`src/rtl/des_pkg.sv`:
```
// des_pkg: shared sizes, types, permutation tables and substitution boxes
// for the iterative DES engine. Bit numbering: DES bit n (1 = MSB) of a
// W-bit vector sits at index W-n. Table entries are 1-based DES positions.
package des_pkg;

    localparam int BLK_W      = 64;
    localparam int HALF_W     = BLK_W / 2;
    localparam int KEY_W      = 64;
    localparam int CD_W       = 28;
    localparam int PC1_W      = 2 * CD_W;
    localparam int SUBKEY_W   = 48;
    localparam int NUM_ROUNDS = 16;
    localparam int RND_W      = $clog2(NUM_ROUNDS);
    localparam int NUM_SBOX   = 8;
    localparam int SBOX_IN_W  = 6;
    localparam int SBOX_OUT_W = 4;
    localparam int BYTE_W     = 8;
    localparam int NUM_BYTES  = KEY_W / BYTE_W;

    typedef logic [RND_W-1:0] rnd_t;
    typedef logic [1:0]       rot_t;

    // Round-function output permutation (1-based sources).
    localparam int P_TAB [32] = '{
        16, 7, 20, 21, 29, 12, 28, 17, 1, 15, 23, 26, 5, 18, 31, 10,
        2, 8, 24, 14, 32, 27, 3, 9, 19, 13, 30, 6, 22, 11, 4, 25
    };

    // Key selection that drops the per-byte parity bits.
    localparam int PC1_TAB [56] = '{
        57, 49, 41, 33, 25, 17, 9, 1, 58, 50, 42, 34, 26, 18,
        10, 2, 59, 51, 43, 35, 27, 19, 11, 3, 60, 52, 44, 36,
        63, 55, 47, 39, 31, 23, 15, 7, 62, 54, 46, 38, 30, 22,
        14, 6, 61, 53, 45, 37, 29, 21, 13, 5, 28, 20, 12, 4
    };

    // Round-key compression from the 56-bit rotated halves.
    localparam int PC2_TAB [48] = '{
        14, 17, 11, 24, 1, 5, 3, 28, 15, 6, 21, 10,
        23, 19, 12, 4, 26, 8, 16, 7, 27, 20, 13, 2,
        41, 52, 31, 37, 47, 55, 30, 40, 51, 45, 33, 48,
        44, 49, 39, 56, 34, 53, 46, 42, 50, 36, 29, 32
    };

    // Substitution boxes: 64 nibbles each, index {b1,b6,b2..b5}, first nibble at MSB.
    localparam logic [0:NUM_SBOX-1][255:0] SBOX_TAB = {
        {64'hE4D12FB83A6C5907, 64'h0F74E2D1A6CB9538, 64'h41E8D62BFC973A50, 64'hFC8249175B3EA06D},
        {64'hF18E6B34972DC05A, 64'h3D47F28EC01A69B5, 64'h0E7BA4D158C6932F, 64'hD8A13F42B67C05E9},
        {64'hA09E63F51DC7B428, 64'hD70934A6285ECBF1, 64'hD6498F30B12C5AE7, 64'h1AD069874FE3B52C},
        {64'h7DE3069A1285BC4F, 64'hD8B56F03472C1AE9, 64'hA690CB7DF13E5284, 64'h3F06A1D8945BC72E},
        {64'h2C417AB6853FD0E9, 64'hEB2C47D150FA3986, 64'h421BAD78F9C5630E, 64'hB8C71E2D6F09A453},
        {64'hC1AF92680D34E75B, 64'hAF427C9561DE0B38, 64'h9EF528C3704A1DB6, 64'h432C95FABE17608D},
        {64'h4B2EF08D3C975A61, 64'hD0B7491AE35C2F86, 64'h14BDC37EAF680592, 64'h6BD814A7950FE23C},
        {64'hD2846FB1A93E50C7, 64'h1FD8A374C56B0E92, 64'h7B419CE206ADF358, 64'h21E74A8DFC90356B}
    };

    // Source position of output bit j (1-based) of the initial permutation.
    function automatic int ip_src(input int j);
        int row;
        int col;
        int base;
        row  = (j - 1) / 8;
        col  = (j - 1) % 8;
        base = (row < 4) ? (58 + 2 * row) : (57 + 2 * (row - 4));
        return base - 8 * col;
    endfunction

    // Source position of output bit k (1-based) of the 32-to-48 expansion.
    function automatic int e_src(input int k);
        int grp;
        int pos;
        int n;
        grp = (k - 1) / 6;
        pos = (k - 1) % 6;
        n   = 4 * grp + pos - 1;
        return ((n + 32) % 32) + 1;
    endfunction

    // Left-rotate amount of the encrypt schedule for 0-based round idx.
    function automatic rot_t rot_amount(input rnd_t idx);
        if (idx == RND_W'(0) || idx == RND_W'(1) || idx == RND_W'(8) || idx == RND_W'(15))
            return 2'd1;
        return 2'd2;
    endfunction

    // Substitution lookup for box number box.
    function automatic logic [SBOX_OUT_W-1:0] sbox_lookup(input logic [2:0] box,
                                                          input logic [SBOX_IN_W-1:0] six);
        logic [5:0] idx;
        idx = {six[5], six[0], six[4:1]};
        return SBOX_TAB[box][{~idx, 2'b00} +: 4];
    endfunction

endpackage

```
`src/rtl/des_ctrl.sv`:
```
// des_ctrl: round position counter for the iterative engine.
// Advances once per enabled edge and wraps after the last round. A
// synchronous clear wins over enable. Assumes NUM_ROUNDS is a power of two
// or that the wrap compare below covers it.
module des_ctrl
    import des_pkg::*;
(
    input  logic clk,
    input  logic rst_n,
    input  logic en,
    input  logic clr,
    output rnd_t rnd_idx,
    output logic first_rnd,
    output logic last_rnd
);

    localparam rnd_t LAST_IDX = rnd_t'(NUM_ROUNDS - 1);

    rnd_t rnd_q;

    // Round position: clear to zero, step when enabled, wrap after the last round.
    always_ff @(posedge clk or negedge rst_n) begin
        if (!rst_n) begin
            rnd_q <= '0;
        end else if (clr) begin
            rnd_q <= '0;
        end else if (en) begin
            rnd_q <= (rnd_q == LAST_IDX) ? '0 : rnd_q + rnd_t'(1);
        end
    end

    assign rnd_idx   = rnd_q;
    assign first_rnd = (rnd_q == '0);
    assign last_rnd  = (rnd_q == LAST_IDX);

endmodule

```
`src/rtl/des_keysched.sv`:
```
// des_keysched: per-round key halves rotation and round-key compression.
// Encrypt rotates left by the schedule amount of the current round. Decrypt
// rotates right by the amount mirrored from the end, with no rotation in the
// first round. Purely combinational; the caller registers c_out/d_out.
module des_keysched
    import des_pkg::*;
(
    input  logic [CD_W-1:0]     c_in,
    input  logic [CD_W-1:0]     d_in,
    input  rnd_t                rnd,
    input  logic                enc,
    output logic [CD_W-1:0]     c_out,
    output logic [CD_W-1:0]     d_out,
    output logic [SUBKEY_W-1:0] subkey
);

    rot_t                amt;
    rnd_t                mirror;
    logic [2*CD_W-1:0]   c_wide;
    logic [2*CD_W-1:0]   d_wide;
    logic [PC1_W-1:0]    cd_rot;

    // Pick the rotate amount for this round and direction.
    always_comb begin
        mirror = rnd_t'(NUM_ROUNDS - int'(rnd));
        if (enc)
            amt = rot_amount(rnd);
        else if (rnd == '0)
            amt = 2'd0;
        else
            amt = rot_amount(mirror);
    end

    // Rotate both halves through a doubled copy.
    always_comb begin
        if (enc) begin
            c_wide = {c_in, c_in} << amt;
            d_wide = {d_in, d_in} << amt;
            c_out  = c_wide[2*CD_W-1:CD_W];
            d_out  = d_wide[2*CD_W-1:CD_W];
        end else begin
            c_wide = {c_in, c_in} >> amt;
            d_wide = {d_in, d_in} >> amt;
            c_out  = c_wide[CD_W-1:0];
            d_out  = d_wide[CD_W-1:0];
        end
    end

    assign cd_rot = {c_out, d_out};

    for (genvar k = 1; k <= SUBKEY_W; k++) begin : g_pc2
        localparam int SRC = PC2_TAB[k-1];
        assign subkey[SUBKEY_W-k] = cd_rot[PC1_W-SRC];
    end

endmodule

```
`src/rtl/des_round.sv`:
```
// des_round: one Feistel step. It expands the right half, mixes in the round
// key, substitutes through the eight boxes, permutes, and XORs into the left
// half. Combinational; the caller registers the new halves.
module des_round
    import des_pkg::*;
(
    input  logic [HALF_W-1:0]   l_in,
    input  logic [HALF_W-1:0]   r_in,
    input  logic [SUBKEY_W-1:0] subkey,
    output logic [HALF_W-1:0]   l_out,
    output logic [HALF_W-1:0]   r_out
);

    logic [SUBKEY_W-1:0] expd;
    logic [SUBKEY_W-1:0] mixed;
    logic [HALF_W-1:0]   subst;
    logic [HALF_W-1:0]   fval;

    for (genvar k = 1; k <= SUBKEY_W; k++) begin : g_expand
        localparam int SRC = e_src(k);
        assign expd[SUBKEY_W-k] = r_in[HALF_W-SRC];
    end

    assign mixed = expd ^ subkey;

    for (genvar b = 0; b < NUM_SBOX; b++) begin : g_sbox
        logic [SBOX_IN_W-1:0] six;
        assign six = mixed[SUBKEY_W-1-SBOX_IN_W*b -: SBOX_IN_W];
        assign subst[HALF_W-1-SBOX_OUT_W*b -: SBOX_OUT_W] = sbox_lookup(3'(b), six);
    end

    for (genvar k = 1; k <= HALF_W; k++) begin : g_pperm
        localparam int SRC = P_TAB[k-1];
        assign fval[HALF_W-k] = subst[HALF_W-SRC];
    end

    assign l_out = r_in;
    assign r_out = l_in ^ fval;

endmodule

```
`src/rtl/des_parity.sv`:
```
// des_parity: odd-parity check over each key byte. The flag rises when the
// check is enabled and any byte has an even count of ones. Combinational.
module des_parity
    import des_pkg::*;
(
    input  logic             chk_en,
    input  logic [KEY_W-1:0] key,
    output logic             err
);

    logic [NUM_BYTES-1:0] even_byte;

    for (genvar b = 0; b < NUM_BYTES; b++) begin : g_byte
        assign even_byte[b] = ~^key[BYTE_W*b +: BYTE_W];
    end

    assign err = chk_en & (|even_byte);

endmodule

```
`src/rtl/des_engine.sv`:
```
// des_engine: iterative DES, one round per enabled clock. The first round of
// a block reads the permuted key and data straight from the ports. Later
// rounds read the round registers. The last round writes the inverse-
// permuted result and raises the one-cycle valid strobe.
// Assumes enc_sel is steady for a whole block.
module des_engine
    import des_pkg::*;
(
    input  logic             clk,
    input  logic             rst_n,
    input  logic             en,
    input  logic             clr,
    input  logic             enc_sel,
    input  logic             par_chk_en,
    input  logic [KEY_W-1:0] key_in,
    input  logic [BLK_W-1:0] data_in,
    output logic [BLK_W-1:0] data_out,
    output logic             out_valid,
    output logic             par_err
);

    rnd_t                rnd_idx;
    logic                first_rnd;
    logic                last_rnd;

    logic [BLK_W-1:0]    ip_data;
    logic [PC1_W-1:0]    pc1_key;
    logic [BLK_W-1:0]    pre_out;
    logic [BLK_W-1:0]    fin_out;

    logic [CD_W-1:0]     c_q, d_q, c_cur, d_cur, c_nx, d_nx;
    logic [HALF_W-1:0]   l_q, r_q, l_cur, r_cur, l_nx, r_nx;
    logic [SUBKEY_W-1:0] subkey;
    logic [BLK_W-1:0]    q_q;
    logic                qv_q;

    des_ctrl u_ctrl (
        .clk       (clk),
        .rst_n     (rst_n),
        .en        (en),
        .clr       (clr),
        .rnd_idx   (rnd_idx),
        .first_rnd (first_rnd),
        .last_rnd  (last_rnd)
    );

    for (genvar j = 1; j <= BLK_W; j++) begin : g_ip
        localparam int SRC = ip_src(j);
        assign ip_data[BLK_W-j] = data_in[BLK_W-SRC];
        assign fin_out[BLK_W-SRC] = pre_out[BLK_W-j];
    end

    for (genvar k = 1; k <= PC1_W; k++) begin : g_pc1
        localparam int SRC = PC1_TAB[k-1];
        assign pc1_key[PC1_W-k] = key_in[KEY_W-SRC];
    end

    // Round input: fresh block from the ports on the first round, else the registers.
    always_comb begin
        if (first_rnd) begin
            c_cur = pc1_key[PC1_W-1:CD_W];
            d_cur = pc1_key[CD_W-1:0];
            l_cur = ip_data[BLK_W-1:HALF_W];
            r_cur = ip_data[HALF_W-1:0];
        end else begin
            c_cur = c_q;
            d_cur = d_q;
            l_cur = l_q;
            r_cur = r_q;
        end
    end

    des_keysched u_key (
        .c_in   (c_cur),
        .d_in   (d_cur),
        .rnd    (rnd_idx),
        .enc    (enc_sel),
        .c_out  (c_nx),
        .d_out  (d_nx),
        .subkey (subkey)
    );

    des_round u_round (
        .l_in   (l_cur),
        .r_in   (r_cur),
        .subkey (subkey),
        .l_out  (l_nx),
        .r_out  (r_nx)
    );

    assign pre_out = {r_nx, l_nx};

    // Round state, result and strobe: flush on clear, advance only when enabled.
    always_ff @(posedge clk or negedge rst_n) begin
        if (!rst_n) begin
            c_q  <= '0;
            d_q  <= '0;
            l_q  <= '0;
            r_q  <= '0;
            q_q  <= '0;
            qv_q <= 1'b0;
        end else if (clr) begin
            c_q  <= '0;
            d_q  <= '0;
            l_q  <= '0;
            r_q  <= '0;
            q_q  <= '0;
            qv_q <= 1'b0;
        end else begin
            qv_q <= en & last_rnd;
            if (en) begin
                c_q <= c_nx;
                d_q <= d_nx;
                l_q <= l_nx;
                r_q <= r_nx;
                if (last_rnd)
                    q_q <= fin_out;
            end
        end
    end

    des_parity u_par (
        .chk_en (par_chk_en),
        .key    (key_in),
        .err    (par_err)
    );

    assign data_out  = q_q;
    assign out_valid = qv_q;

endmodule

```
`config.mk`:
```
export PLATFORM = sky130hd
export DESIGN_NAME = des_engine
export DESIGN_NICKNAME = d
export VERILOG_FILES = /design/src/rtl/des_pkg.sv /design/src/rtl/des_ctrl.sv /design/src/rtl/des_keysched.sv /design/src/rtl/des_round.sv /design/src/rtl/des_parity.sv /design/src/rtl/des_engine.sv
export SDC_FILE = /design/constraint.sdc
export NUM_CORES = 1
export LEC_CHECK = 0
export BUFFER_PORTS_ARGS = -buffer_cell sky130_fd_sc_hd__buf_2
export CELL_PAD_IN_SITES_DETAIL_PLACEMENT = 0
export CELL_PAD_IN_SITES_GLOBAL_PLACEMENT = 1
export CORE_MARGIN = 1.5
export CORE_UTILIZATION = 30
export CTS_CLUSTER_DIAMETER = 200
export DETAILED_ROUTE_END_ITERATION = 6
export PLACE_DENSITY = 0.54
export SYNTH_ARGS = -nofsm -noshare
export SYNTH_HDL_FRONTEND = slang
export SYNTH_HIERARCHICAL = 1
export SYNTH_SLANG_ARGS = --single-unit
export TNS_END_PERCENT = 100
```
`constraint.sdc`:
```
create_clock -name clk -period 12.52 [get_ports clk]
set_clock_uncertainty 0.15 [all_clocks]
set_input_delay 0.626 -clock clk [delete_from_list [all_inputs] [get_ports clk]]
set_output_delay 0.626 -clock clk [all_outputs]
set_load 0.02 [all_outputs]
```
# After elaboration in Yosys (flattened, before gate mapping)

Cells that the tools add are included.

Bits in registers: 189
Output and inout port bits: 66

Reduce and logical (&&, ||, !) cells: 20
Bitwise gates (word level): 12
Muxes and demuxes: 32
Equal/unequal tests: 6
Add/subtract/negate cells: 2
Shift operators: 12

Operator list:

| operator                                                                       | count |
|---|---|
| 256-bit by 9-bit variable part select with 4-bit output (first input constant) | 8 |
| 28-bit 2-to-1 mux                                                              | 8 |
| 32-bit 2-to-1 mux                                                              | 6 |
| 64-bit 2-to-1 mux                                                              | 3 |
| 56-bit by 2-bit left shift with 56-bit output                                  | 2 |
| 56-bit by 2-bit >> shifter with 28-bit output                                  | 2 |
| 8-bit XNOR reduction                                                           | 8 |
| 6-bit inverter                                                                 | 8 |
| 48-bit XOR                                                                     | 1 |
| 32-bit XOR                                                                     | 1 |
| 4-bit == test (second input constant)                                          | 4 |
| 2-bit 2-to-1 mux                                                               | 6 |
| 4-bit 2-to-1 mux                                                               | 3 |
| 4-bit by 1-bit == test with 1-bit output (second input constant)               | 2 |
| 4-bit logical NOT                                                              | 2 |
| 8-bit OR reduction                                                             | 1 |
| 1-bit logical OR                                                               | 6 |
| 1-bit 2-to-1 mux                                                               | 6 |
| 4-bit by 1-bit adder with 4-bit output (second input constant)                 | 1 |
| 2-bit nonzero test                                                             | 2 |
| 1-bit by 4-bit subtractor with 4-bit output (first input constant)             | 1 |
| 1-bit bitwise AND                                                              | 2 |
| 2-bit AND reduction                                                            | 1 |

# Logic depth before layout (Yosys ltp)

Gate-level depths: netlist of run 1.

Word-level depth: 20
Depth in mapped cells: 22

# Hierarchy

Netlist of run 1, hierarchy kept.

By module, submodules not included:

| module       | cells an instance | sequential area each (um^2) | area each (um^2) | instances |
|---|---|---|---|---|
| des_engine   | 815               | 4629.4                      | 9442.8           | 1 |
| des_round    | 749               | 0.0                         | 5641.7           | 1 |
| des_keysched | 378               | 0.0                         | 2454.9           | 1 |
| des_parity   | 59                | 0.0                         | 510.5            | 1 |
| des_ctrl     | 23                | 100.1                       | 224.0            | 1 |

# Least setup slack after synthesis of run 1

Ideal clock, no wire load.

Path kind: register to register
Start point: register u_ctrl.rnd_q[0], in the netlist u_ctrl/rnd_idx[0]
End point: register q_q[30], in the netlist data_out[30]
Setup time: 0.078 ns
Required time: 12.292 ns
Path slack: 7.663 ns
Buffers on the path: 5
Data arrival time: 4.629 ns
Cell stages (with the launch flop): 21
Period minus slack after synthesis: 4.857 ns
Cell sequence: dfrtp_1 -> inv_2 -> ha_1 -> nor3b_1 -> buf_2 -> buf_4 -> mux2_2 -> mux2_2 -> a221o_1 -> buf_4 -> xor2_1 -> clkbuf_1 -> ha_1 -> buf_1 -> nand2_1 -> a21boi_1 -> mux4_2 -> mux2i_1 -> xor2_1 -> nand3_1 -> a21oi_1

RTL lines:

| what                                                                                                           | line                                   | source |
|---|---|---|
| start, declared                                                                                                | des_ctrl.sv:19                         | `rnd_t rnd_q;` |
| start signal, assigned                                                                                         | des_ctrl.sv:28                         | `rnd_q <= (rnd_q == LAST_IDX) ? '0 : rnd_q + rnd_t'(1);` |
| 4-bit logical NOT (*)                                                                                          | des_ctrl.sv:33                         | `assign first_rnd = (rnd_q == '0);` |
| via first_rnd                                                                                                  | des_engine.sv:23                       | `logic first_rnd;` |
| 28-bit 2-to-1 mux (*)                                                                                          | des_engine.sv:60                       | `if (first_rnd) begin` |
| via d_cur[21]                                                                                                  | des_engine.sv:31                       | `logic [CD_W-1:0] c_q, d_q, c_cur, d_cur, c_nx, d_nx;` |
| 56-bit by 2-bit >> shifter with 28-bit output or 56-bit by 2-bit left shift with 56-bit output (tied branches) | des_keysched.sv:43, des_keysched.sv:38 |  |
| 28-bit 2-to-1 mux (*)                                                                                          | des_keysched.sv:36                     | `if (enc) begin` |
| via d_nx[23]                                                                                                   | des_engine.sv:31                       |  |
| 48-bit XOR (*)                                                                                                 | des_round.sv:24                        | `assign mixed = expd ^ subkey;` |
| 6-bit inverter (*)                                                                                             | des_pkg.sv:91                          | `return SBOX_TAB[box][{~idx, 2'b00} +: 4];` |
| 256-bit by 9-bit variable part select with 4-bit output (*)                                                    | des_pkg.sv:91                          |  |
| 32-bit XOR (*)                                                                                                 | des_round.sv:38                        | `assign r_out = l_in ^ fval;` |
| via r_nx[28]                                                                                                   | des_engine.sv:32                       | `logic [HALF_W-1:0] l_q, r_q, l_cur, r_cur, l_nx, r_nx;` |
| 64-bit 2-to-1 mux (*)                                                                                          | des_engine.sv:116                      | `if (last_rnd)` |
| 64-bit 2-to-1 mux (*)                                                                                          | des_engine.sv:111                      | `if (en) begin` |
| 64-bit 2-to-1 mux (*)                                                                                          | des_engine.sv:102                      | `end else if (clr) begin` |
| end signal, assigned                                                                                           | des_engine.sv:117                      | `q_q <= fin_out;` |
| end, declared                                                                                                  | des_engine.sv:34                       | `logic [BLK_W-1:0] q_q;` |

Mark *: on every way through the listed nets, which the timed path passes. The rest lies on a longest branch. The select of a mux whose other input is x is not followed.
A chain may end at the register's enable or synchronous reset.

# Worst setup path after layout of run 1

Start point: register u_ctrl.rnd_q[1], in the netlist u_ctrl/rnd_idx[1]
End point: register q_q[38], in the netlist data_out[38]

The elaborated chain is that of the path after synthesis.

==> flow_metrics.py, run 1 <==
metrics = {
    "status": {
        "status": "complete, but fails checks",
        "violations": "design-rule violations",
    },
    "pwr": {
        "report.power.total_mw": 3.610,
        "power_leakage_nw": 8.566,
        "power.density_nw_per_um2": 183.2,
        "ir_drop_mv": 0.1391,
    },
    "clock_network": {
        "cts_buffers": 17,
        "insertion_delay_ns": 0.50,
        "htreeDepth": 4,
        "cts.sinks": 189,
        "cts_setup_buffers": 0,
        "clockBufferDepth": 2,
        "clkTransAtPathRegs_ns": 0.08,
        "clockRootBuffer": "clkbuf_16",
        "holdBufCountCts": 1,
        "cts_tree": "built",
        "cts.repair.resized": 0,
    },
    "floorplanning": {
        "rows": 90,
        "core-area_um2": 60250,
        "ioPinCount": 200,
        "fp.dieW_um": 249.8,
        "die_h_um": 249.8,
        "initial_core_util_pct": 30.33,
        "die-area_um2": 62400,
    },
    "synthesis": {
        "ys.flop_type": "dfrtp_1",
        "ys_warn_count": 6,
        "async_reset_ff_share_pct": 100.0,
        "synth.area.top_cells": "dfrtp_1 26%, mux2i_1 7.8%, mux2_2 7.5%",
        "yosysTopAreaCellShare_pct": 25.88,
        "synth_top_family_by_area": "compound AO/OA/AOI/OAI gates",
        "synth_cell_type_count": 78,
        "synth_area_per_cell_um2": 9.029,
        "synth_edf_count": 0,
        "ys_seq_area_share_pct": 25.88,
        "ys_ff_latch": 189,
        "yosys-mux-area-fraction_pct": 18.48,
        "yosys.area_share.simple_pct": 12.05,
        "synth_top_cell_by_area": "dfrtp_1",
        "syn_area_um2": 18270,
        "synthAdderAreaFrac_pct": 4.382,
        "synthCells": 2024,
        "synth_xor_area_share_pct": 9.223,
        "synthTopCellsByCount": "196 x nor2_1, 189 x dfrtp_1, 142 x mux2i_1",
        "yosysMostFrequentCell": "nor2_1",
        "synth_compound_area_share_pct": 21.07,
        "synth_nets": 2222,
    },
    "timing": {
        "fmax_mhz": 167.5,
        "period_share_pct": 47.69,
        "layout_setup_ws_ns": 6.549,
        "rsz0062_at_grt": "no",
        "timing.setup.tns_ns": 0,
        "hold_viol_final": 0,
        "hold_ws_ns": 0.3709,
        "fin_crit_ns": 5.971,
        "slew_viol_final": 0,
        "max_slew_margin_pct": 9.657,
        "tightestPinTransition_ns": 1.345,
        "finalSetupViolCount": 0,
    },
    "worst_setup_path": {
        "required_ns": 12.79,
        "slowest_delay_ns": 1.15,
        "end_kind": "flop",
        "crit_buf_inv": 2,
        "cp.arrival_ns": 6.24,
        "criticalPathCategory": "flop to flop",
        "path_common_cell": "xnor2_1",
        "crit_slowest_cell": "xnor2_1",
        "crit_family": "XOR/XNOR gates",
        "worstPathMaxFanout": 100,
        "crit_chain": "inv_1 > ha_1 > nor3b_2 > buf_12 > mux2_2 > or2_2 > a222oi_1 > o21ai_0 > xnor2_1 > xnor2_1 > a311oi_1 > o41ai_1 > xor2_1 > nand3_1 > a21oi_1",
        "critPathLaunchType": "flop",
    },
    "drt": {
        "wl_um": 65130,
        "drcViolationCount": 9,
        "postRouteAntennaNets": 0,
        "wl_per_cell_um": 22.94,
        "vias": 15740,
        "firstDrtPassIters": 7,
        "drtIter0Drc": 1373,
        "viasPerCell": 5.542,
    },
    "global_route": {
        "grt_max_degree": 192,
        "gr-total-overflow": 0,
        "grt_antenna_before_repair": 2,
        "grt_first_pass_wirelength_um": 98040,
        "grt_pass1_vias": 15010,
        "track_usage_pct": 20.58,
    },
    "finish": {
        "areaGrowthSynthToFinish_pct": 7.867,
        "final_util_pct": 32.72,
        "drive_gt1_share_pct": 24.99,
        "antenna_cells": 0,
        "fin_nets": 2242,
    },
    "worst_hold_path": {
        "hold_path_class": "flop to flop",
    },
    "placed_design": {
        "place.gp.congestion": 0.8404,
        "io_buffers": 199,
        "dp_hpwl_um": 46880,
        "pre_cts_ws_ns": 6.363,
    },
    "job": {
        "maxCapViolCount": 0,
    },
}
## power breakdown
group          total [mW]  internal (mW)  switching [mW]  leakage [nW]
sequential          0.725          0.684          0.0404          2.57
clock               0.578          0.283           0.294         0.279
combinational        2.31          0.878            1.43          5.71
## final cells by class
type | count | area [um2]
fill | 6329 | 40530
clock inverter | 13 | 150.1
timing repair buffer | 234 | 1311
inverter | 40 | 150.1
tap | 782 | 978.4
multi-input combinational | 1562 | 11960
sequential | 189 | 4730
clock buffer | 19 | 432.9
## through the flow
stage                     area (um2)  std cells
after floorplan                18270       2024
after global placement         19100       2805
after detailed placement       19100       2805
after CTS                      19700       2838
after global routing           19710       2839
final                          19710       2839
## worst reg2reg max path, stage by stage, from the launching register on
cell and delay (ns):
dfrtp_1 0.50, inv_1 0.13, ha_1 0.14, nor3b_2 0.25, buf_12 0.38, mux2_2 0.61
or2_2 0.29, a222oi_1 0.34, o21ai_0 0.35, xnor2_1 1.16, xnor2_1 0.25, a311oi_1 0.09
o41ai_1 0.71, xor2_1 0.27, nand3_1 0.10, a21oi_1 0.16
## routing by layer
metal	wire, um	vias up	share of wire [%]	global-route usage [%]
met1	31190	7861	48	29.48
met5	10	-	0.015	0
met2	29780	481	46	32.22
met3	3039	46	4.7	2.983
met4	1106	2	1.7	5.209
li1	-	7345	-	-
## cells in the final DEF (no fill, tap or decap), types with 22 or more instances in the layout
cell / count
a21bo_1: 25
nand3_1: 92
mux4_2: 23
ha_1: 64
a21oi_1: 110
xor2_1: 57
a21bo_2: 39
xnor2_1: 113
inv_1: 31
nand2_1: 116
a221oi_1: 30
a222oi_1: 25
o21ai_0: 65
dfrtp_1: 189
a211oi_1: 37
o21ai_1: 25
buf_4: 32
mux2i_1: 142
mux2_2: 122
or2_2: 22
nor2_1: 196
buf_2: 196
o211ai_1: 40
## sequential cells by signal, summed over array words and instances (netlist names)
name            count
l_q                32
out_valid           1
data_out           64
d_q                28
c_q                28
r_q                32
u_ctrl/rnd_idx      4
## logic make-up (layout without fill, tap and decap cells)
logic type,count (synthesis),after routing
multiplexers,290,290
AND/OR/NAND/NOR,494,494
AO/OA/AOI/OAI,531,531
flip-flops,189,189
buffers and inverters,273,306
XOR/XNOR,183,183
adder cells (fa/ha/maj),64,64
## final timing paths
check	from	endpoint	cells after the start	slack, ns
min in group asynchronous	rst_n	r_q[0]$_DFFE_PN0P_	2	0.55
max in group asynchronous	rst_n	r_q[2]$_DFFE_PN0P_	3	10.16
max	u_ctrl/rnd_idx[1]$_DFFE_PN0P_	data_out[38]$_DFFE_PN0P_	15	6.55
min	l_q[30]$_DFFE_PN0P_	l_q[30]$_DFFE_PN0P_	2	0.37
min reg2reg	l_q[30]$_DFFE_PN0P_	l_q[30]$_DFFE_PN0P_	2	0.37
max reg2reg	u_ctrl/rnd_idx[1]$_DFFE_PN0P_	data_out[38]$_DFFE_PN0P_	15	6.55
Power figures use the tool's default switching activity.
==> run 2, diff against run 1 <==
==> constraint.sdc (replaced) <==
create_clock -name clk -period 5.7 [get_ports clk]
set_clock_uncertainty 0.15 [all_clocks]
set_input_delay 0.285 -clock clk [delete_from_list [all_inputs] [get_ports clk]]
set_output_delay 0.285 -clock clk [all_outputs]
set_load 0.02 [all_outputs]
==> run 2 against run 1 <==
The run now ends clean; setup slack got worse by 6.2 ns; hold slack worse by 0.29 ns; clock-buffer cell count stayed put; wire length grew 2.3%; flip-flop and latch count is the same; first-iteration DRC count increased by 27%; non-clock buffer count up 63; fmax increased by 12%.
==> flow_metrics.py, run 2 (synthesis gave the netlist of run 1 again) <==
metrics = {
    "drt": {
        "met2_length_um": 30010,
        "drtIter0Drc": 1740,
        "wl_per_cell_um": 22.96,
        "postRouteAntennaNets": 0,
        "viasPerCell": 5.520,
        "firstDrtPassIters": 7,
        "wl_met1_um": 31590,
        "top_layer": "met5",
        "wl_met3_um": 3913,
        "drcViolationCount": 0,
        "vias": 16020,
        "wl_um": 66640,
    },
    "placed_design": {
        "place.gp.congestion": 0.8730,
        "io_buffers": 199,
        "dp_hpwl_um": 48710,
    },
    "worst_hold_path": {
        "hold_depth": 5,
        "min_delay_worst_endpoint": "data_out[30]$_DFFE_PN0P_",
        "hp-start": "data_in[30]",
        "hold_path_class": "input port to flop",
    },
    "global_route": {
        "grt_antenna_before_repair": 2,
        "grt_first_pass_wirelength_um": 100100,
        "grt_pass1_vias": 15220,
        "track_usage_pct": 21.08,
        "grt_max_degree": 152,
        "gr-total-overflow": 0,
    },
    "clock_network": {
        "htreeDepth": 4,
        "cts_setup_buffers": 0,
        "cts_buffers": 17,
        "cts.sinks": 189,
        "clockBufferDepth": 2,
        "cts_tree": "built",
        "clockRootBuffer": "clkbuf_16",
        "insertion_delay_ns": 0.50,
        "clkTransAtPathRegs_ns": 0.09,
    },
    "timing": {
        "finalSetupViolCount": 0,
        "max_slew_margin_pct": 18.32,
        "timing.setup.tns_ns": 0,
        "fin_crit_ns": 5.341,
        "period_share_pct": 93.70,
        "fmax_mhz": 187.2,
        "tightestPinTransition_ns": 1.216,
        "hold_viol_final": 0,
        "slew_viol_final": 0,
        "rsz0062_at_grt": "no",
    },
    "worst_setup_path": {
        "path_common_cell": "buf_4",
        "critPathLaunchType": "flop",
        "crit_chain": "inv_1 > ha_1 > nor3b_2 > buf_12 > buf_4 > mux2_2 > or2_2 > a222oi_1 > o21ai_1 > xor2_1 > buf_4 > nor2_1 > a21oi_1 > o221ai_1 > o311ai_0 > buf_4 > xor2_1 > nand3_1 > a21oi_1",
        "reg2reg_to": "data_out[20]$_DFFE_PN0P_",
        "criticalPathCategory": "flop to flop",
        "worstPathMaxFanout": 21,
        "crit_slowest_cell": "xor2_1",
        "slowest_delay_ns": 0.64,
        "required_ns": 5.97,
        "r2r_start": "u_ctrl/rnd_idx[1]$_DFFE_PN0P_",
        "reg2reg_slack_ns": 0.36,
        "end_kind": "flop",
        "cp.arrival_ns": 5.61,
        "rr_worst_depth": 19,
    },
    "job": {
        "maxCapViolCount": 0,
    },
    "floorplanning": {
        "rows": 90,
        "core-area_um2": 60250,
        "ioPinCount": 200,
        "fp.dieW_um": 249.8,
        "die-area_um2": 62400,
        "die_h_um": 249.8,
        "initial_core_util_pct": 30.33,
    },
    "finish": {
        "largest_reg_flops": 64,
        "drive_gt1_share_pct": 27.17,
        "fin_nets": 2305,
        "fillers": 6288,
        "areaGrowthSynthToFinish_pct": 10.83,
        "layout_common_cells": "196 x nor2_1, 196 x buf_2, 189 x dfrtp_1",
        "antenna_cells": 0,
    },
    "pwr": {
        "report.power.total_mw": 8.198,
        "power.density_nw_per_um2": 404.8,
        "ir_drop_mv": 0.2592,
        "power_leakage_nw": 8.892,
    },
    "status": {
        "status": "finished clean",
    },
}
==> run 2: area by class of cell <==
cell class                 count  area (um2)  area share [%]
timing repair buffer         297        1859           9.180
inverter                      40       150.1          0.7413
sequential                   189        4730           23.35
clock buffer                  19       432.9           2.138
tap                          782       978.4           4.831
clock inverter                13       151.4          0.7475
multi-input combinational   1562       11950           59.01
==> run 2: stage by stage <==
stage | hold slack [ns] | area (um2) | utilization (%) | std cells | worst slack (ns)
finish | 0.08583 | 20250 | 33.62 | 2902 | 0.3590
global route | 0.07831 | 20250 | 33.62 | 2902 | 0.007504
CTS | 0.05321 | 20250 | 33.61 | 2902 | 0.2490
detailed placement | 0.2543 | 19650 | 32.62 | 2869 | 0.2858
global placement | 0.2302 | 19650 | 32.62 | 2869 | 0.3125
floorplan | -0.1606 | 18270 | - | 2024 | 0.8426
==> run 2: worst max path at each step <==
stage,slack [ns],startpoint,cells past startpoint,endpoint
floorplan,0.84,u_ctrl/rnd_idx[0]$_DFFE_PN0P_,20,data_out[30]$_DFFE_PN0P_
finish,0.36,u_ctrl/rnd_idx[1]$_DFFE_PN0P_,19,data_out[20]$_DFFE_PN0P_
global placement,0.31,u_ctrl/rnd_idx[2]$_DFFE_PN0P_,14,data_out[20]$_DFFE_PN0P_
global route,0.008,u_ctrl/rnd_idx[1]$_DFFE_PN0P_,17,data_out[20]$_DFFE_PN0P_
CTS,0.25,u_ctrl/rnd_idx[1]$_DFFE_PN0P_,17,data_out[20]$_DFFE_PN0P_
detailed placement,0.29,u_ctrl/rnd_idx[1]$_DFFE_PN0P_,17,data_out[20]$_DFFE_PN0P_
==> run 2: what timing repair did <==
action / 4_1_cts / 5_1_grt
resized for setup: 0 / 1
hold endpoints to repair: 81 / 0
hold buffers: 1 / 0
setup endpoints to repair: 0 / 2
==> run 2: critical path, delay by kind of cell, from the launching register on <==
| family | cells | cell delay (ns) |
|---|---|---|
| AND/OR/NAND/NOR | 4 | 0.78 |
| adder cells (fa/ha/maj) | 1 | 0.13 |
| XOR/XNOR | 2 | 0.83 |
| buffers and inverters | 5 | 1.07 |
| flip-flops | 1 | 0.49 |
| AO/OA/AOI/OAI | 6 | 1.40 |
| multiplexers | 1 | 0.39 |
==> run 2: power by group <==
group | total, mW | internal (mW) | switching, mW | leakage, nW
sequential | 1.59 | 1.50 | 0.0914 | 2.57
combinational | 5.34 | 2.15 | 3.18 | 6.03
clock | 1.27 | 0.589 | 0.680 | 0.284
total | 8.20 | 4.24 | 3.95 | 8.89
==> run 2: metal layers <==
layer,global-route usage (%),up-vias
met3,3.901,53
li1,-,7503
met2,32.51,544
met4,5.244,2
met1,30.10,7917
met5,0,-
==> run 3, diff against run 2 <==
--- a/config.mk
+++ b/config.mk
@@ -6,7 +6,7 @@
 export NUM_CORES = 1
 export LEC_CHECK = 0
 export BUFFER_PORTS_ARGS = -buffer_cell sky130_fd_sc_hd__buf_2
-export CELL_PAD_IN_SITES_DETAIL_PLACEMENT = 0
+export CELL_PAD_IN_SITES_DETAIL_PLACEMENT = 1
 export CELL_PAD_IN_SITES_GLOBAL_PLACEMENT = 1
 export CORE_MARGIN = 1.5
 export CORE_UTILIZATION = 30
==> run 3 against run 2 <==
First-iteration DRC count is 13% lower; sequential power hardly changed; clock-buffer cell count is 2 lower; register-to-register slack better by 0.07 ns; cell count hardly changed.
==> flow_metrics.py, run 3 (synthesis gave the netlist of run 1 again) <==
metrics = {
    "worst_setup_path": {
        "reg2reg_slack_ns": 0.43,
        "crit_family": "compound AO/OA/AOI/OAI gates",
        "crit_chain": "inv_1 > ha_1 > nor3b_2 > buf_12 > mux2_2 > and3_1 > a211oi_1 > o22ai_1 > xor2_2 > ha_1 > mux4_1 > nor2_1 > a31oi_1 > o21ai_0 > xor2_1 > nand3_1 > a21oi_1",
        "slowest_delay_ns": 0.56,
        "end_kind": "flop",
        "cp.arrival_ns": 5.56,
        "crit_buf_inv": 2,
        "path_common_cell": "ha_1",
        "required_ns": 5.99,
        "critPathLaunchType": "flop",
        "crit_slowest_cell": "mux4_1",
        "worstPathMaxFanout": 21,
        "criticalPathCategory": "flop to flop",
    },
    "pwr": {
        "power_leakage_nw": 8.926,
        "power.density_nw_per_um2": 412.8,
        "ir_drop_mv": 0.3062,
    },
    "clock_network": {
        "clockRootBuffer": "clkbuf_16",
        "htreeDepth": 4,
        "cts_setup_buffers": 0,
        "clockBufferDepth": 2,
        "insertion_delay_ns": 0.51,
        "cts_buffers": 17,
        "cts.sinks": 189,
        "cts_tree": "built",
        "clkTransAtPathRegs_ns": 0.09,
    },
    "finish": {
        "area.sequential_um2": 4730,
        "drive_gt1_share_pct": 27.41,
        "fillers": 7016,
        "multiInputGateArea_um2": 11970,
        "largest_reg_flops": 64,
        "areaGrowthSynthToFinish_pct": 11.32,
        "fin_cells": 2903,
        "fin_nets": 2305,
        "layout_common_cells": "196 x nor2_1, 196 x buf_2, 189 x dfrtp_1",
    },
    "worst_hold_path": {
        "hold_path_class": "input port to flop",
    },
    "drt": {
        "drcViolationCount": 0,
        "firstDrtPassIters": 7,
        "postRouteAntennaNets": 0,
        "viasPerCell": 5.544,
        "wl_per_cell_um": 24.06,
        "wl_um": 69840,
        "vias": 16090,
        "drtIter0Drc": 1518,
    },
    "placed_design": {
        "io_buffers": 199,
        "place.gp.congestion": 0.8730,
        "dp_hpwl_um": 51200,
        "post-place-cells": 2869,
    },
    "timing": {
        "hold_viol_final": 0,
        "finalSetupViolCount": 0,
        "slew_viol_final": 0,
        "period_share_pct": 92.50,
        "tightestPinTransition_ns": 1.334,
        "timing.setup.tns_ns": 0,
        "rsz0062_at_grt": "no",
        "fin_crit_ns": 5.273,
        "fmax_mhz": 189.7,
        "max_slew_margin_pct": 10.42,
    },
    "floorplanning": {
        "fp.dieW_um": 249.8,
        "core-area_um2": 60250,
        "die_h_um": 249.8,
        "initial_core_util_pct": 30.33,
        "die-area_um2": 62400,
        "rows": 90,
        "ioPinCount": 200,
    },
    "global_route": {
        "grt_max_degree": 152,
        "track_usage_pct": 22.19,
        "grt_pass1_vias": 16220,
        "gr-total-overflow": 0,
        "grt_antenna_before_repair": 3,
        "grt_first_pass_wirelength_um": 105800,
    },
    "status": {
        "status": "finished clean",
    },
    "job": {
        "maxCapViolCount": 0,
    },
}
run 3: cell types whose count changed in the layout (fill, tap and decap cells not counted), sizes merged:
cell | previous run | this run
clkbuf | 20 | 18
diode | 0 | 1
bufinv | 0 | 1
clkinv | 6 | 9
inv | 47 | 45
run 3: through the flow:
stage	util, %	cell area (um2)	hold WS [ns]	power [mW]	worst slack (ns)
after floorplan	-	18270	-0.1606	5.448	0.8426
after global placement	32.62	19650	0.2302	6.934	0.3125
after detailed placement	32.62	19650	0.2535	7.022	0.3403
after CTS	33.71	20310	0.05039	8.425	0.3180
after global routing	33.77	20340	0.08204	9.000	0.06320
final	33.77	20340	0.08022	8.397	0.4274
run 3: layout make-up:
class                           count  area share (%)
Tap cell                          782           4.810
Inverter                           40          0.7381
Timing Repair Buffer              297           9.140
Multi-Input combinational cell   1562           58.86
Clock inverter                     15           1.095
Clock buffer                       17           2.091
Sequential cell                   189           23.25
Antenna cell                        1         0.01230
run 3: routing by layer:
layer / part of all wire [%] / up-vias / track usage (%) / routed length, um
met5: 0.042 / - / 0 / 29
li1: - / 7485 / - / -
met3: 5.1 / 74 / 4.130 / 3533
met4: 2.5 / 4 / 7.160 / 1751
met1: 48 / 8083 / 31.14 / 33220
met2: 45 / 447 / 34.13 / 31300
run 3: worst register-to-register path, cell delays in order, from the launching register on:
cell and delay, ns:
dfrtp_1 0.50, inv_1 0.12, ha_1 0.14, nor3b_2 0.34, buf_12 0.24, mux2_2 0.41, and3_1 0.17, a211oi_1 0.21
o22ai_1 0.27, xor2_2 0.54, ha_1 0.48, mux4_1 0.57, nor2_1 0.10, a31oi_1 0.06, o21ai_0 0.43, xor2_1 0.25
nand3_1 0.10, a21oi_1 0.14
run 3: final timing paths:
check	startpoint	endpoint	cells after the start
max	u_ctrl/rnd_idx[1]$_DFFE_PN0P_	data_out[56]$_DFFE_PN0P_	17
min	data_in[46]	data_out[46]$_DFFE_PN0P_	5
max reg2reg	u_ctrl/rnd_idx[1]$_DFFE_PN0P_	data_out[56]$_DFFE_PN0P_	17
min reg2reg	c_q[19]$_DFFE_PN0P_	c_q[19]$_DFFE_PN0P_	2
max in group asynchronous	rst_n	data_out[6]$_DFFE_PN0P_	3
min in group asynchronous	rst_n	r_q[11]$_DFFE_PN0P_	2
run 3: timing repair:
action,4_1_cts,5_1_grt
hold buffers,1,0
endpoints found under the hold margin,81,0
setup endpoints to repair,0,6
gates resized for setup,0,4
run 3: report_power, final:
part / switching (mW) / internal (mW)
clock network: 0.713 / 0.644
registers: 0.0968 / 1.50
logic: 3.28 / 2.16
total: 4.09 / 4.30
